**src/rtl/chan_unpack_pkg.sv**
```systemverilog
package chan_unpack_pkg;
  localparam int CH_W  = 8;
  localparam int OFF_W = 5;
  localparam int WID_W = 4;

  typedef struct packed {
    logic [CH_W-1:0]  dflt;
    logic [WID_W-1:0] width;
    logic [OFF_W-1:0] off;
  } chan_cfg_t;
endpackage

```
**src/rtl/pix_pick.sv**
```systemverilog
module pix_pick #(
  parameter int WORD_BYTES = 8,
  parameter int PIX_MAX    = 4,
  localparam int WORD_W    = 8 * WORD_BYTES,
  localparam int PIX_W     = 8 * PIX_MAX,
  localparam int IDX_W     = $clog2(WORD_BYTES)
) (
  input  logic [WORD_W-1:0] word,
  input  logic [1:0]        code,
  input  logic              big_end,
  input  logic [IDX_W-1:0]  idx,
  output logic [PIX_W-1:0]  pix
);
  logic [2:0]       nbytes;
  logic [7:0]       start;
  logic [7:0]       bi;
  logic [WORD_W-1:0] shifted;
  logic [7:0]       byt;
  int unsigned      sh;

  always_comb begin
    nbytes = {1'b0, code} + 3'd1;
    start  = 8'(idx) * 8'(nbytes);
    pix    = '0;
    bi     = '0;
    shifted = '0;
    byt    = '0;
    sh     = 0;
    for (int k = 0; k < PIX_MAX; k++) begin
      if (k < int'(nbytes)) begin
        bi      = start + 8'(k);
        shifted = word >> {bi, 3'b000};
        byt     = shifted[7:0];
        sh      = big_end ? 8 * (int'(nbytes) - 1 - k) : 8 * k;
        pix     = pix | (PIX_W'(byt) << sh);
      end
    end
  end
endmodule

```
**src/rtl/chan_field.sv**
```systemverilog
module chan_field
  import chan_unpack_pkg::*;
#(
  parameter int PIX_MAX = 4,
  localparam int PIX_W  = 8 * PIX_MAX
) (
  input  logic             clk,
  input  logic             rst_n,
  input  logic [PIX_W-1:0] pix,
  input  chan_cfg_t        cfg,
  output logic [CH_W-1:0]  ch
);
  logic [CH_W-1:0]  sh8;
  logic [WID_W-1:0] w;
  logic [CH_W-1:0]  raw;

  always_comb begin
    sh8 = CH_W'(pix >> cfg.off);
    w   = (cfg.width > WID_W'(CH_W)) ? WID_W'(CH_W) : cfg.width;
    raw = sh8 & (8'hFF >> (WID_W'(CH_W) - w));
    ch  = cfg.dflt;
    for (int wd = 1; wd <= CH_W; wd++) begin
      if (int'(w) == wd) begin
        for (int i = 0; i < CH_W; i++)
          ch[CH_W-1-i] = raw[wd-1-(i % wd)];
      end
    end
  end

  assert_default_R6: assert property (@(posedge clk) disable iff (!rst_n)
    (cfg.width == '0) |-> (ch == cfg.dflt));

  assert_full_width_R5: assert property (@(posedge clk) disable iff (!rst_n)
    (cfg.width >= WID_W'(CH_W)) |-> (ch == CH_W'(pix >> cfg.off)));
endmodule

```
**src/rtl/chan_unpack.sv**
```systemverilog
module chan_unpack
  import chan_unpack_pkg::*;
#(
  parameter int WORD_BYTES = 8,
  parameter int PIX_MAX    = 4,
  localparam int WORD_W    = 8 * WORD_BYTES,
  localparam int IDX_W     = $clog2(WORD_BYTES)
) (
  input  logic              clk,
  input  logic              rst_n,
  input  logic              in_valid,
  output logic              in_ready,
  input  logic [WORD_W-1:0] in_data,
  input  logic [31:0]       pix_fmt,
  input  logic [23:0]       sel_red,
  input  logic [23:0]       sel_grn,
  input  logic [23:0]       sel_blu,
  input  logic              swap_rb,
  output logic              out_valid,
  input  logic              out_ready,
  output logic [CH_W-1:0]   out_r,
  output logic [CH_W-1:0]   out_g,
  output logic [CH_W-1:0]   out_b
);
  localparam int NCH = 3;

  function automatic logic [IDX_W:0] pix_per_word(input logic [1:0] c);
    int n;
    n = WORD_BYTES / (int'(c) + 1);
    return (IDX_W+1)'(n);
  endfunction

  function automatic chan_cfg_t decode_sel(input logic [23:0] s);
    chan_cfg_t r;
    r.dflt  = s[23:16];
    r.width = s[11:8];
    r.off   = s[4:0];
    return r;
  endfunction

  logic unused_bits;
  assign unused_bits = ^{pix_fmt[30:5], pix_fmt[2:0], sel_red[15:12], sel_red[7:5],
                         sel_grn[15:12], sel_grn[7:5], sel_blu[15:12], sel_blu[7:5]};

  logic [WORD_W-1:0] word_q;
  logic [1:0]        code_q;
  logic              be_q;
  logic              swap_q;
  chan_cfg_t         cfg_q [NCH];
  logic              full_q;
  logic [IDX_W-1:0]  idx_q;

  logic [IDX_W:0]    npix;
  logic              last;
  logic              take;
  logic              give;
  logic [8*PIX_MAX-1:0] pix;
  logic [CH_W-1:0]   chan [NCH];

  assign npix      = pix_per_word(code_q);
  assign last      = ({1'b0, idx_q} == npix - 1'b1);
  assign out_valid = full_q;
  assign in_ready  = !full_q || (out_ready && last);
  assign take      = in_valid && in_ready;
  assign give      = full_q && out_ready;

  always_ff @(posedge clk) begin
    if (!rst_n) begin
      word_q <= '0;
      code_q <= '0;
      be_q   <= 1'b0;
      swap_q <= 1'b0;
      full_q <= 1'b0;
      idx_q  <= '0;
      for (int c = 0; c < NCH; c++) cfg_q[c] <= '0;
    end else if (take) begin
      word_q   <= in_data;
      code_q   <= pix_fmt[4:3];
      be_q     <= pix_fmt[31];
      swap_q   <= swap_rb;
      cfg_q[0] <= decode_sel(sel_red);
      cfg_q[1] <= decode_sel(sel_grn);
      cfg_q[2] <= decode_sel(sel_blu);
      full_q   <= 1'b1;
      idx_q    <= '0;
    end else if (give) begin
      if (last) full_q <= 1'b0;
      else      idx_q  <= idx_q + 1'b1;
    end
  end

  pix_pick #(.WORD_BYTES(WORD_BYTES), .PIX_MAX(PIX_MAX)) u_pick (
    .word    (word_q),
    .code    (code_q),
    .big_end (be_q),
    .idx     (idx_q),
    .pix     (pix)
  );

  for (genvar c = 0; c < NCH; c++) begin : g_chan
    chan_field #(.PIX_MAX(PIX_MAX)) u_field (
      .clk   (clk),
      .rst_n (rst_n),
      .pix   (pix),
      .cfg   (cfg_q[c]),
      .ch    (chan[c])
    );
  end

  assign out_r = swap_q ? chan[2] : chan[0];
  assign out_g = chan[1];
  assign out_b = swap_q ? chan[0] : chan[2];

  assert_hold_R2: assert property (@(posedge clk) disable iff (!rst_n)
    (out_valid && !out_ready) |=> (out_valid && $stable(out_r) && $stable(out_g) && $stable(out_b)));

  assert_accept_R2: assert property (@(posedge clk) disable iff (!rst_n)
    (in_valid && in_ready) |=> out_valid);

  assert_idx_range_R3: assert property (@(posedge clk) disable iff (!rst_n)
    full_q |-> ({1'b0, idx_q} < npix));

  assert_swap_R8: assert property (@(posedge clk) disable iff (!rst_n)
    swap_q |-> ((out_r == chan[2]) && (out_b == chan[0])));
endmodule

```
**config.mk**
```make
export PLATFORM = sky130hd
export DESIGN_NAME = chan_unpack
export DESIGN_NICKNAME = d
export VERILOG_FILES = /design/src/rtl/chan_unpack_pkg.sv /design/src/rtl/pix_pick.sv /design/src/rtl/chan_field.sv /design/src/rtl/chan_unpack.sv
export SDC_FILE = /design/constraint.sdc
export NUM_CORES = 1
export LEC_CHECK = 0
export ABC_AREA = 1
export BUFFER_PORTS_ARGS = -buffer_cell sky130_fd_sc_hd__buf_4
export CORE_MARGIN = 4
export CORE_UTILIZATION = 50
export CTS_CLUSTER_SIZE = 12
export DETAILED_ROUTE_END_ITERATION = 16
export HOLD_SLACK_MARGIN = 0.12
export PLACE_DENSITY = 0.81
export SKIP_CTS_REPAIR_TIMING = 1
export SLEW_MARGIN = 20
export SYNTH_ARGS = -nofsm -noshare
export SYNTH_HDL_FRONTEND = slang
export SYNTH_SLANG_ARGS = --single-unit
```
**constraint.sdc**
```tcl
create_clock -name clk -period 7.15 [get_ports clk]
set_input_delay 1.43 -clock clk [delete_from_list [all_inputs] [get_ports clk]]
set_output_delay 1.43 -clock clk [all_outputs]
set_load 0.005 [all_outputs]
```
==> results.txt, run 1 <==
For this run, the top clock speed supported by timing is 0.141 GHz. The initial antenna violation count was 1. The first detailed-routing pass took 6 iterations. The finished layout holds 3247 standard cells, fillers aside. The number of distinct library cells after synthesis is 50, and the final global-route overflow total is 0.

The synthesized design contains 51 enable-type register cells. The share of total power dissipated in the clock network is 29.5%. For the worst setup path, the data required time is 5.72 ns. The switching part of the total is 41.8%, and the remaining antenna violation count is 0. In the final routed layout, each cell accounts on average for 17.9 µm. The final setup violation count came out at 0. The cell that appears most often on the critical path is nand2_1. In this run the number of cells on the critical path is 36. Counting tap cells, the placed design contains a total of 3175 instances. The cell leakage power is 9.43 nW.

Proportion of netlist area held by the largest area contributor: 21.6%. After legalization and detailed placement, the total HPWL measured 42500 µm. The worst ir drop on vdd is 0.177 mV. The H-tree depth was 4; the y dimension of the die was 184 µm. The total count of hold-check failures in the final report came out at 0.

TritonCTS built the clock tree. For this run, the leading register cell type out of synthesis is dfxtp_1. The transition time at the pin with the least slew margin is 0.979 ns, and the number of clock buffers inserted by TritonCTS is 17. For the worst reg-to-reg setup slack, the log shows 1.68 ns. The first global-routing pass estimated 88900 µm of wire. The startpoint identified for the worst hold timing path is word_q[3]$_SDFFE_PN0P_. The flow ran to the end, and the final reports show no timing, DRC or antenna violations.

Data on the critical path arrives at its endpoint at 5.68 ns. The worst hold path belongs to the class reg2reg. For the total length of routed wires, the log shows 58100 µm.

The type of the setup path with the least slack was reg2out. Dividing the final minimum period by the clock period gives 99.4%. The headroom to the max-slew limit was 34.5%. CTS saw 123 sinks. The switching power was 1.29 mW. The cell area after placement was 0.0168 mm²; the count of warnings emitted by yosys was 0.

The number of synthesized register bits works out to 123. The number of placed I/O pins came out at 199. Grouping stages by cell kind, the critical path spends the most delay in simple AND/OR/NAND/NOR gates. Compared with the post-synthesis result, the final layout area differs by 19.7%. The critical path contains buffers and inverters numbering 7 combined. The cell taking the most area after synthesis was nand2_1.

The cell area that synthesis handed to floorplanning was 0.0155 mm². Across every metal layer, demand over resource in global routing totals 32.1%. The tools report the insertion delay to the later sink of the worst-skew pair as 0.46 ns. Dividing total power by cell area gives a power density of 165 mW/mm². The via count of the first global-routing pass is 17400, and the number of buffers inserted by port buffering is 148. The final layout contains 3047 nets. The layout cell share with drive strength beyond 1 is 19.1%, and the routability-driven placement congestion ratio is 1.07. Largest buffer count on any clock path: 2. In the synthesized netlist, the number of instances is 2749. The core box area is 0.0306 mm², and the post-CTS clock slew at the launch and capture registers of the worst setup and hold paths is 0.07 ns. Across the run, the number of max-cap violations was 0.

Cell area after layout: 0.0186 mm². Entering global routing, the biggest net connects 81 pins. The worst register-to-register path begins at code_q[1]$_SDFFE_PN0P_. In the synthesized netlist the async set-or-reset flop fraction comes to 0%. In this design, the stage delay of the slowest critical-path cell is 0.45 ns.

The tools report the endpoint of the worst hold-timing path as word_q[3]$_SDFFE_PN0P_. Setup repair after global routing could not meet its margin everywhere. For the count of pins over their slew limit, the log shows 0.

The sequential group share of total power is 27.6%. Sort of element at the end of the critical path: an output pin. On the critical path, the stage with the largest delay is an instance of fa_1. For the worst flop-to-flop path, the logic depth is 31.

The internal power of the cells was 1.79 mW; the mean area per synthesized cell was 5.65 µm². Setup clock skew after layout: 0.0212 ns. After floorplanning, the core was divided into 64 placement rows.

Combinational logic is responsible for 42.9% of the overall power. The worst register-to-register path ends at cfg_q[0][22]$_SDFFCE_PN0P_. For this block, the via count after detailed routing is 19600. In this run the worst path has a maximum fanout of 7. The die is 184 µm wide.

The worst setup path is launched from a register. The post-detailed-route via-to-cell ratio was 6.05; the effective utilization at floorplan was 50.8%. Post-route core utilization: 60.8%. The cell sitting at the root of the clock tree is a clkbuf_16. 0 antenna diodes ended up in the layout.

Of the synthesized area, sequential elements account for 19.1%. In the routed design, unresolved DRC markers number 0. Number of cells on the worst hold path: 2. The initial detailed-routing violation count was 2629; the floorplan die area was 0.0340 mm². In the post-synthesis netlist, the biggest area contributors are nand2_1 (22%), nand3_1 (13%), nand4_1 (11%), edfxtp_1 (9.9%), dfxtp_1 (9.3%). Counting I/O delays and the setup requirement, the final critical path takes 7.11 ns.
==> layer usage <==
metal  track usage, %  wire length, µm
met1             45.3            24700
met2             48.5            25600
met3             6.55             6120
met4             11.7             1700
met5                0                0
==> cell usage after synthesis (all sizes together) (8+ instances only) <==
library cell,instances
nand2,921
nand3,421
nand4,271
inv,245
nor2,226
o21ai,121
buf,114
a21oi,93
dfxtp,72
clkbuf,58
edfxtp,51
o211ai,45
ha,34
o2111ai,10
or2,10
a31oi,9
clkinv,8
o21a,8
==> cell type report <==
type / instances / area (µm²)
Sequential cell: 123 / 2980
Clock buffer: 21 / 493
Timing Repair Buffer: 240 / 1960
Clock inverter: 11 / 118
Timing Repair inverter: 1 / 5.00
Tap cell: 396 / 495
Multi-Input combinational cell: 2202 / 11600
Inverter: 253 / 968
Fill cell: 3010 / 12000
==> state kept, by name, summed over array words and instances, names as in the netlist <==
name	flops
cfg_q	51
swap_q	1
idx_q	3
be_q	1
word_q	64
code_q	2
out_valid	1
==> stage by stage <==
step	TNS (ns)	setup slack, ns	power (mW)	hold slack (ns)
global placement	0	0.244	2.03	0.458
floorplan	0	1.07	1.68	0.443
finish	0	0.0416	3.08	0.468
global route	-4.07	-0.220	3.26	0.482
detailed placement	0	0.206	2.05	0.459
CTS	-6.81	-0.318	2.97	0.468
==> cell families (layout without fill, tap and decap cells) <==
| logic type | after synthesis | in the layout | synth area share (%) |
|---|---|---|---|
| AND/OR/NAND/NOR | 1864 | 1864 | 54.9 |
| other | 1 | 2 | 0.0241 |
| AO/OA/AOI/OAI | 295 | 295 | 11.1 |
| XOR/XNOR | 4 | 4 | 0.225 |
| flip-flops | 123 | 123 | 19.1 |
| adder cells (fa/ha/maj) | 36 | 36 | 2.99 |
| buffers and inverters | 425 | 526 | 11.6 |
| multiplexers | 1 | 1 | 0.0644 |
==> worst min-delay path, stage by stage (launching register included) <==
cell	delay [ns]
dfxtp_1	0.31
nand3_1	0.07
nand2_1	0.04
==> power by group through the flow <==
stage          registers [mW]  clock network (mW)  logic [mW]
2_1_floorplan           0.832                   0       0.853
4_1_cts                 0.848               0.921        1.20
3_3_place_gp            0.860                   0        1.17
3_5_place_dp            0.863                   0        1.19
5_1_grt                 0.854               0.949        1.46
6_report                0.848               0.909        1.32
==> cells in the final DEF (no fill, tap or decap), types with 10 or more instances in the layout <==
cell,count
nor2_2,21
buf_4,226
nand4_1,268
o21ai_2,16
nand2_2,67
a21oi_2,10
inv_2,22
o2111ai_1,10
o21ai_0,65
a21oi_1,82
nand3_1,339
or2_2,10
nor2_1,189
nand3_4,14
nand2_1,846
o21ai_1,39
edfxtp_1,51
o211ai_1,44
ha_1,30
dfxtp_1,70
nand3_2,68
clkbuf_16,22
inv_1,220
nor2_4,15
==> worst max-delay path by stage <==
stage	from	to	slack, ns
after floorplan	code_q[0]$_SDFFE_PN0P_	out_r[4]	1.07
after global placement	code_q[0]$_SDFFE_PN0P_	out_g[4]	0.24
after detailed placement	code_q[0]$_SDFFE_PN0P_	out_b[6]	0.21
after CTS	code_q[0]$_SDFFE_PN0P_	out_r[3]	-0.32
after global routing	code_q[0]$_SDFFE_PN0P_	out_b[5]	-0.22
final	code_q[0]$_SDFFE_PN0P_	out_r[5]	0.04
Power figures use the tool's default switching activity.
==> inputs of run 2 (changes only) <==
CTS_BUF_LIST = sky130_fd_sc_hd__clkbuf_2 sky130_fd_sc_hd__clkbuf_4 sky130_fd_sc_hd__clkbuf_8   (was default)
==> run 2 against run 1 <==
Effect of this change:
- the flow now finishes with violations (setup timing)
- first-iteration DRC count down 1.3%
- clock power down 22%
- clock skew rose by 0.0078 ns
- register-to-register slack worse by 0.04 ns
- fmax fell by 0.61%
- worst hold slack improved by 0.0015 ns
- largest cell class unchanged
- largest power group unchanged
==> results.txt, run 2 (synthesis results as in run 1) <==
Including well taps, the total number of placed cells is 3175. The final reports fail on setup timing. The switching part of the total is 43.7%, and the first-pass GRT wire length is 89000 µm. In this run the remaining antenna-violating nets after routing total 0. The cell occurring most often along the worst timing path is nand2_1.

The tool flagged a number of max-cap violations equal to 0. The critical path starts at code_q[0]$_SDFFE_PN0P_. STA classifies the critical path endpoint as an output pin.

The number of cells on the worst reg-to-reg path is 31. The tools report the clock root buffer as clkbuf_8. The number of flip-flops under the largest register name is 64, and the initial antenna violation count is 0.

The repair_antennas step left the layout with diodes totalling 0. TritonCTS built the clock tree. The tools report the number of clock buffers inserted by TritonCTS as 17. Of all nets on the critical path, the largest fanout is 7. From synthesis to final layout, the design area changed by 19.4%. The final critical path takes up 100% of the cycle.

Leaving out fill and tap cells, the most frequent cells in the layout are nand2_1 (835), nand3_1 (329), nand4_1 (268). In the final routed layout, each cell accounts on average for 17.9 µm. In the final layout, the registers with the most flip-flops are word_q (64), cfg_q (51), idx_q (3).

The run gives 123 as the number of clock sinks seen by CTS. Cell area after placement: 0.0168 mm². Leaving out fill and tap cells, the most frequent cell in the layout is nand2_1.

The die is 184 µm wide. In this run the tool buffered the top-level ports with 148 buffer cells. In this run the register-to-register setup slack is 1.64 ns.

The largest buffer count on any clock path is 2. Detailed placement finished with a half-perimeter wire length of 42500 µm. The largest incremental delay on the critical path is 0.47 ns. Internal power of the cells: 1.64 mW.

For the count of pins over their slew limit, the log shows 0. The run gives 3246 as the number of cells in the finished layout apart from fillers. The total power density per cell area came out at 156 mW/mm².

For the worst-skew pair, the clock arrives at the later sink with an insertion delay of 0.51 ns. In this run the worst setup path terminates at out_r[3]. The critical path is of the reg2out type. The core box area was 0.0306 mm². Hold is met by 0.470 ns.

Data on the critical path arrives at its endpoint at 5.72 ns. At the placement stage, the worst setup path has a slack of 0.206 ns. For this run, the total global-route usage over all layers was measured as 32.0%. The tools report the startpoint of the worst hold path as word_q[9]$_SDFFE_PN0P_. Via count of the first global-routing pass: 17300. The congestion estimate from routability-driven global placement came to 1.07.

The run gives 5.72 ns as the data required time of the worst path. The final layout contains 3046 nets. The time the final worst path needs with I/O delays and setup is 7.15 ns, and the number of cells on the critical path is 35. The logs give 0.161 mV for the worst ir drop on vdd and 50.8% for the effective utilization at floorplan. The number of cells on the worst hold path is 2. The setup clock skew after layout came out at 0.0290 ns.

The post-detailed-route via-to-cell ratio is 6.06, and the number of placed I/O pins is 199. The clock power share is 24.4%. The worst setup path is launched from a register.

Worst reg2reg path endpoint: cfg_q[0][22]$_SDFFCE_PN0P_. The run finished, with violations left. Setup repair after global routing could not meet its margin everywhere. The tools report the routed via count as 19700. Of the total power, registers draw 29.2%.

In this design, the largest share of critical-path delay is due to simple AND/OR/NAND/NOR gates. Before antenna repair, the detailed router went through 6 iterations. The run gives 1 as the final setup violation count.

The headroom to the max-slew limit is 36.8%. The pin count of the biggest net entering global routing was 81. On the critical path, the stage with the largest delay is an instance of fa_1. The part of the total power dissipated in combinational logic was 46.5%; the transition time at the pin with the least slew margin was 0.946 ns.

After clock tree synthesis, the clock-pin slew on the worst setup and hold paths is 0.10 ns. Path class of the lowest-slack min-delay path: reg2reg. After the first detailed-routing iteration, the DRC count stood at 2595.

The total count of hold-check failures in the final report is 0, and the sum of buffers and inverters on the critical path is 6. The H-tree depth was 4. The register with the most flip-flops is word_q. Cell area after layout: 0.0186 mm². Residual DRC count: 0. The run gives 57900 µm as the total length of routed wires. For the fmax, the log shows 0.140 GHz. The layout cell share with drive strength beyond 1 works out to 20.0%. The count of standard-cell rows was 64; the floorplan die area was 0.0340 mm². In this run the power spent charging and discharging nets is 1.27 mW. From bottom edge to top edge, the die measures 184 µm. The startpoint identified for the worst register-to-register timing path is code_q[1]$_SDFFE_PN0P_.

The design draws 2.90 mW. After global routing the overflow that remains totals 0. The smallest setup slack after layout came out at -0.00236 ns. For this design the static power due to leakage is 9.38 nW.
==> run 2: changes by cell type in the layout (fill, tap and decap cells not counted), sizes merged <==
| cell | delta |
|---|---|
| buf | -1 |
| clkinv | -1 |
| bufinv | +2 |
| inv | +1 |
| clkbuf | -2 |
==> run 2: worst min path at each step <==
stage / to / slack (ns)
after floorplan: word_q[9]$_SDFFE_PN0P_ / 0.44
after global placement: word_q[49]$_SDFFE_PN0P_ / 0.46
after detailed placement: word_q[9]$_SDFFE_PN0P_ / 0.46
after CTS: word_q[9]$_SDFFE_PN0P_ / 0.47
after global routing: word_q[31]$_SDFFE_PN0P_ / 0.48
final: word_q[9]$_SDFFE_PN0P_ / 0.47
==> run 2: tightest hold or removal path: cells and delay by family, from the launching register on <==
kind             cells  cell delay (ns)
flip-flops           1             0.31
AND/OR/NAND/NOR      2             0.11
==> run 2: power by group through the flow <==
stage,clock network (mW),registers (mW),logic [mW]
floorplan,0,0.832,0.853
global placement,0,0.860,1.17
detailed placement,0,0.863,1.19
CTS,0.719,0.846,1.20
global route,0.747,0.853,1.49
finish,0.708,0.847,1.35
==> run 2: final cells by class <==
cell class,instances,area [µm²]
Clock buffer,19,255
Sequential cell,123,2980
Clock inverter,13,178
Multi-Input combinational cell,2202,11700
Fill cell,3014,12000
Timing Repair inverter,1,6.26
Tap cell,396,495
Timing Repair Buffer,239,1970
Inverter,253,973
==> run 2: per-layer routing <==
| metal | vias to the layer above | track usage [%] | part of all wire, % |
|---|---|---|---|
| li1 | 9500 | - | - |
| met3 | 121 | 4.72 | 10 |
| met1 | 9033 | 46.3 | 43 |
| met2 | 1031 | 48.5 | 44 |
| met5 | - | 0 | 0 |
| met4 | 0 | 11.5 | 3.0 |
==> run 2: per-stage QoR <==
stage / util [%] / TNS (ns)
after detailed placement: 54.8 / 0
after global placement: 54.8 / 0
after global routing: 60.7 / -6.09
final: 60.7 / -0.00236
after CTS: 56.2 / -8.68
after floorplan: - / 0
